### src/rtl/segXlatePkg.sv
package segXlatePkg;
  typedef enum logic [1:0] {
    CAUSE_NONE    = 2'b00,
    CAUSE_SEG_OFF = 2'b01,
    CAUSE_RANGE   = 2'b10
  } faultCause_e;

  typedef struct packed {
    logic tblWr;
    logic capture;
  } xlateStrobe_t;
endpackage

### src/rtl/segXlateCtrl.sv
module segXlateCtrl
  import segXlatePkg::*;
(
  input  logic         clk,
  input  logic         rstN,
  input  logic         ldEn,
  input  logic         reqValid,
  output xlateStrobe_t strobe,
  output logic         rspValid
);
  always_comb begin
    strobe.tblWr   = ldEn;
    strobe.capture = reqValid;
  end

  always_ff @(posedge clk) begin
    if (!rstN) rspValid <= 1'b0;
    else       rspValid <= reqValid;
  end
endmodule

### src/rtl/segXlateDp.sv
module segXlateDp
  import segXlatePkg::*;
#(
  parameter int VA_W      = 16,
  parameter int SEG_W     = 2,
  parameter int PA_W      = 16,
  parameter int TBL_DEPTH = 8,
  localparam int OFF_W    = VA_W - SEG_W,
  localparam int LIM_W    = OFF_W + 1,
  localparam int IDX_W    = $clog2(TBL_DEPTH)
) (
  input  logic             clk,
  input  logic             rstN,
  input  xlateStrobe_t     strobe,
  input  logic [IDX_W-1:0] ldIdx,
  input  logic [PA_W-1:0]  ldBase,
  input  logic [LIM_W-1:0] ldLimit,
  input  logic             ldValid,
  input  logic [VA_W-1:0]  vaddr,
  output logic [PA_W-1:0]  paddr,
  output logic             fault,
  output logic [1:0]       faultCause
);
  logic [PA_W-1:0]  baseArr  [TBL_DEPTH];
  logic [LIM_W-1:0] limitArr [TBL_DEPTH];
  logic             validArr [TBL_DEPTH];

  // One register set per descriptor entry
  for (genvar i = 0; i < TBL_DEPTH; i++) begin : gEntry
    logic [PA_W-1:0]  baseQ;
    logic [LIM_W-1:0] limitQ;
    logic             validQ;
    always_ff @(posedge clk) begin
      if (!rstN) begin
        baseQ  <= '0;
        limitQ <= '0;
        validQ <= 1'b0;
      end else if (strobe.tblWr && ldIdx == IDX_W'(i)) begin
        baseQ  <= ldBase;
        limitQ <= ldLimit;
        validQ <= ldValid;
      end
    end
    assign baseArr[i]  = baseQ;
    assign limitArr[i] = limitQ;
    assign validArr[i] = validQ;
  end

  logic [SEG_W-1:0] segNum;
  logic [OFF_W-1:0] offset;
  logic [IDX_W-1:0] rdIdx;
  logic [PA_W-1:0]  selBase;
  logic [LIM_W-1:0] selLimit;
  logic             selValid;
  logic             overLimit;
  logic [PA_W-1:0]  sum;
  faultCause_e      causeNext;

  always_comb begin
    segNum    = vaddr[VA_W-1:OFF_W];
    offset    = vaddr[OFF_W-1:0];
    rdIdx     = IDX_W'(segNum);
    selBase   = baseArr[rdIdx];
    selLimit  = limitArr[rdIdx];
    selValid  = validArr[rdIdx];
    overLimit = {1'b0, offset} >= selLimit;
    sum       = selBase + PA_W'(offset);
    if (!selValid)     causeNext = CAUSE_SEG_OFF;
    else if (overLimit) causeNext = CAUSE_RANGE;
    else               causeNext = CAUSE_NONE;
  end

  always_ff @(posedge clk) begin
    if (!rstN) begin
      paddr      <= '0;
      fault      <= 1'b0;
      faultCause <= CAUSE_NONE;
    end else if (strobe.capture) begin
      fault      <= causeNext != CAUSE_NONE;
      faultCause <= causeNext;
      paddr      <= (causeNext == CAUSE_NONE) ? sum : '0;
    end
  end
endmodule

### src/rtl/segXlate.sv
module segXlate
  import segXlatePkg::*;
#(
  parameter int VA_W      = 16,
  parameter int SEG_W     = 2,
  parameter int PA_W      = 16,
  parameter int TBL_DEPTH = 8,
  localparam int OFF_W    = VA_W - SEG_W,
  localparam int LIM_W    = OFF_W + 1,
  localparam int IDX_W    = $clog2(TBL_DEPTH)
) (
  input  logic             clk,
  input  logic             rstN,
  input  logic             ldEn,
  input  logic [IDX_W-1:0] ldIdx,
  input  logic [PA_W-1:0]  ldBase,
  input  logic [LIM_W-1:0] ldLimit,
  input  logic             ldValid,
  input  logic             reqValid,
  input  logic [VA_W-1:0]  vaddr,
  output logic             rspValid,
  output logic [PA_W-1:0]  paddr,
  output logic             fault,
  output logic [1:0]       faultCause
);
  xlateStrobe_t strobe;

  segXlateCtrl uCtrl (
    .clk(clk), .rstN(rstN), .ldEn(ldEn), .reqValid(reqValid),
    .strobe(strobe), .rspValid(rspValid)
  );

  segXlateDp #(
    .VA_W(VA_W), .SEG_W(SEG_W), .PA_W(PA_W), .TBL_DEPTH(TBL_DEPTH)
  ) uDp (
    .clk(clk), .rstN(rstN), .strobe(strobe), .ldIdx(ldIdx),
    .ldBase(ldBase), .ldLimit(ldLimit), .ldValid(ldValid),
    .vaddr(vaddr), .paddr(paddr), .fault(fault), .faultCause(faultCause)
  );
endmodule

### config.mk
export PLATFORM = sky130hd
export DESIGN_NAME = segXlate
export DESIGN_NICKNAME = d
export VERILOG_FILES = /design/src/rtl/segXlatePkg.sv /design/src/rtl/segXlateCtrl.sv /design/src/rtl/segXlateDp.sv /design/src/rtl/segXlate.sv
export SDC_FILE = /design/constraint.sdc
export NUM_CORES = 1
export LEC_CHECK = 0
export BUFFER_PORTS_ARGS = -buffer_cell sky130_fd_sc_hd__buf_2
export CAP_MARGIN = 20
export CORE_MARGIN = 2
export CORE_UTILIZATION = 50
export DETAILED_ROUTE_END_ITERATION = 8
export PLACE_DENSITY = 0.69
export SETUP_SLACK_MARGIN = 0.1
export SYNTH_ARGS = -nofsm -noshare
export SYNTH_HDL_FRONTEND = slang
export SYNTH_SLANG_ARGS = --single-unit
### constraint.sdc
create_clock -name clk -period 6.4 [get_ports clk]
set_clock_uncertainty 0.2 [all_clocks]
set_input_delay 0.32 -clock clk [delete_from_list [all_inputs] [get_ports clk]]
set_output_delay 0.32 -clock clk [all_outputs]
set_load 0.05 [all_outputs]
==> summary.md <==
| Metric | Value |
|---|---|
| Status | finished clean |
| Relative slew slack | 0.273 |
| Top_reg_cell synth | dfxtp_1 |
| Core ar. | 14000 um^2 |
| Via/cell ratio | 5.70 |
| Crit Path Max Fanout | 21 |
| Starting Density | 0.516 |
| Setup TNS | 0 ps |
| Gpl congestion | 0.888 |
| IR drop worst, VDD | 0.185 mV |
| WS Path Type | in -> reg |
| Static Leak | 3.25 nW |
| Max-Cap Viols | 0 |
| Startpoint types | primary input |
| First-pass DRT Iterations | 5 |
| DRC Markers | 0 |
| Via count of the first global-routing pass | 5811 |
| Die area | 15400 um^2 |
| Crit. End Element | register |
| Final non-filler cell total | 1079 |
| Mean post-synth cell area | 8.86 um^2 |
| Via Count | 6151 |
| Worst Setup Slack, final | 2960 ps |
| Clk_lat worst skew | 430 ps |
| Hold crit path type | in -> reg |
| Crit path DAT | 3600 ps |
| Aggregate global routing overflow | 0 |
| Ports | 75 |
| Dpl ws | 2480 ps |
| Post-synth EDFFs | 0 |
| Ant diodes | 0 |
| Synthesized net count | 898 |
| Yosys warns | 0 |
| Worst-margin pin slew | 1090 ps |
| Layout cell share with drive strength beyond 1 | 0.168 |
| H-tree lvl count | 4 |
| Mapped Cells | 814 |
| Routed Antenna Nets | 0 |
| Root Driver | clkbuf_16 |
| Post-synthesis async set-or-reset flop share | 0 |
| Sequential-to-total area share from yosys stat | 0.411 |
| CTS Sinks | 148 |
| Die Y | 124 um |
| Clk buf depth | 2 |
| P per Cell Area | 256 nW/um^2 |
| Crit path required time | 6560 ps |
| Drt wl/cell | 17.7 um |
| Port bufs | 74 |
| Total Power | 0.00219 W |
| Die X | 124 um |
| Final WL | 19.1 mm |
| Fin. max-slew vios | 0 |
| HPWL after DPL | 12.1 mm |
| Placed insts | 1014 |
| Gr usage total | 0.257 |
| RSZ-0062 raised after global routing | false |
| CTS tree | built |
| Min Tclk post-route | 3440 ps |
| Largest net degree at the start of global routing | 134 |
| Area post-placement | 7620 um^2 |
| Unique masters post-synth | 46 |
| Fill cells | 1240 |
| Final Cell Area | 8560 um^2 |
| Fin. Hold Viols | 0 |
| Area grow syn2layout | 18.8% |
| Post-CTS sizing | 0 |
| Register clock-pin slew on the reported worst setup and hold paths | 60 ps |
| Inserted Clock Buffers | 17 |
| Final setup fails | 0 |
| Fmax | 291 MHz |
| #FFs+latches synth | 148 |
| Antenna violations before repair | 0 |
| Iter 0 DRT Violations | 460 |
| Mapped Area | 7210 um^2 |
| First-pass GRT wire length | 29.8 mm |
| Row count | 43 |
| Fin crit share | 0.538 |
| # nets final | 970 |
==> cell usage in the layout (no fill, tap or decap), types with 2 or more instances in the layout <==
master         synthesis  routed
a21oi_1               18      18
o21ai_0               10      10
a22o_1                12      12
and2_2                 0       2
clkbuf_1              49       2
o22ai_1                2       2
nand4_1                4       4
dfxtp_1              148     148
clkbuf_8               0       4
inv_1                 17      17
or3_1                  3       2
o211ai_1               4       4
nor3_1                 3       2
nand2_1              265     264
nand3_1               10       9
o21bai_1               3       3
ha_1                  28      28
clkbuf_16              0      17
a211oi_1               2       2
nor2b_1                7       7
a21boi_1             130     130
a21o_1                 7       7
nand2_2                1       2
buf_4                  1       4
nor2_1                11      11
xor2_1                 5       5
bufinv_16              0       3
clkinvlp_4             0       2
nand2b_1               2       2
a32o_1                 4       4
a22oi_1                2       2
clkinv_2               0       4
a31oi_1                2       2
mux4_2                32      32
o21ai_1                3       3
xnor2_1                5       5
dlygate4sd3_1          0      33
buf_2                  4      74
==> worst max-delay path, cell delays in order <==
cell and delay [ps]:
buf_2 580, buf_4 390, mux4_2 530, inv_1 70, ha_1 230, a21oi_1 150, nor2b_1 50, o21ai_0 230
nand3b_1 210, o31ai_4 570, a32o_1 260
==> logic make-up after synthesis <==
kind of cell | share of synthesized area
adders and majority gates | 0.0514
buffers and inverters | 0.0413
xor gates and xnor gates | 0.0121
DFF | 0.411
muxes | 0.101
and+or+nand+nor | 0.175
AOI/OAI and AO/OA | 0.208
==> where the power goes <==
group / internal, W / switching (W) / total, W
Sequential: 0.000940 / 0.00000913 / 0.000949
Combinational: 0.0000897 / 0.000118 / 0.000208
Clock: 0.000652 / 0.000382 / 0.00103
Total: 0.00168 / 0.000509 / 0.00219
==> final timing paths <==
path                                                            from                                   end  cells after the start  slack, ps
worst max register to register   uDp.gEntry[3].baseQ[0]$_SDFFE_PN0P_             uDp.paddr[8]$_SDFFE_PN0P_                      9       3530
worst min-delay path                                        vaddr[0]             uDp.paddr[0]$_SDFFE_PN0P_                      3        110
worst min register to register  uDp.gEntry[2].baseQ[10]$_SDFFE_PN0P_  uDp.gEntry[2].baseQ[10]$_SDFFE_PN0P_                      2        250
worst max-delay path                                       vaddr[14]            uDp.paddr[12]$_SDFFE_PN0P_                     11       2960
==> layer usage <==
metal / vias up / GRT usage / wire length, um
met5: - / 0 / 0
met4: 0 / 0.0962 / 296
met3: 22 / 0.0472 / 1250
met2: 196 / 0.406 / 8770
met1: 2990 / 0.352 / 8770
li1: 2943 / - / -
==> through the flow <==
step / hold WS (ps) / util
2_1_floorplan: 210 / -
3_3_place_gp: 237 / 0.545
3_5_place_dp: 244 / 0.545
4_1_cts: 92.0 / 0.612
5_1_grt: 99.3 / 0.612
6_report: 112 / 0.612
==> cell type report <==
cell class                      instances  area [um^2]  area share
Clock inverter                          9          125      0.0146
Inverter                               17         63.8     0.00745
Multi-Input combinational cell        591         3970       0.463
Clock buffer                           23          488      0.0570
Sequential cell                       148         2960       0.346
Tap cell                              180          225      0.0263
Timing Repair Buffer                  111          731      0.0853
==> repair_timing <==
action / in CTS / in global routing
endpoints found under the setup margin: 0 / 0
setup buffers: 0 / 0
hold buffers: 33 / 0
hold endpoints to repair: 127 / 0
==> synthesized netlist by cell type (7+ instances only) <==
cell type	n	area [um^2]
mux4_2	32	721
a21oi_1	18	90.1
dfxtp_1	148	2960
nor2b_1	7	43.8
o21ai_0	10	50.1
nand2_1	265	995
a21boi_1	130	976
nand3_1	10	50.1
nor2_1	11	41.3
a22o_1	12	105
inv_1	17	63.8
clkbuf_1	49	184
a21o_1	7	52.6
ha_1	28	350
==> sequential cells by signal (all words and copies together) (netlist names) <==
signal / flops
uDp.fault: 1
uDp.paddr: 16
uDp.faultCause: 2
uDp.gEntry.limitQ: 60
uCtrl.rspValid: 1
uDp.gEntry.baseQ: 64
uDp.gEntry.validQ: 4
Note: power is estimated with default switching activity, not from simulation.
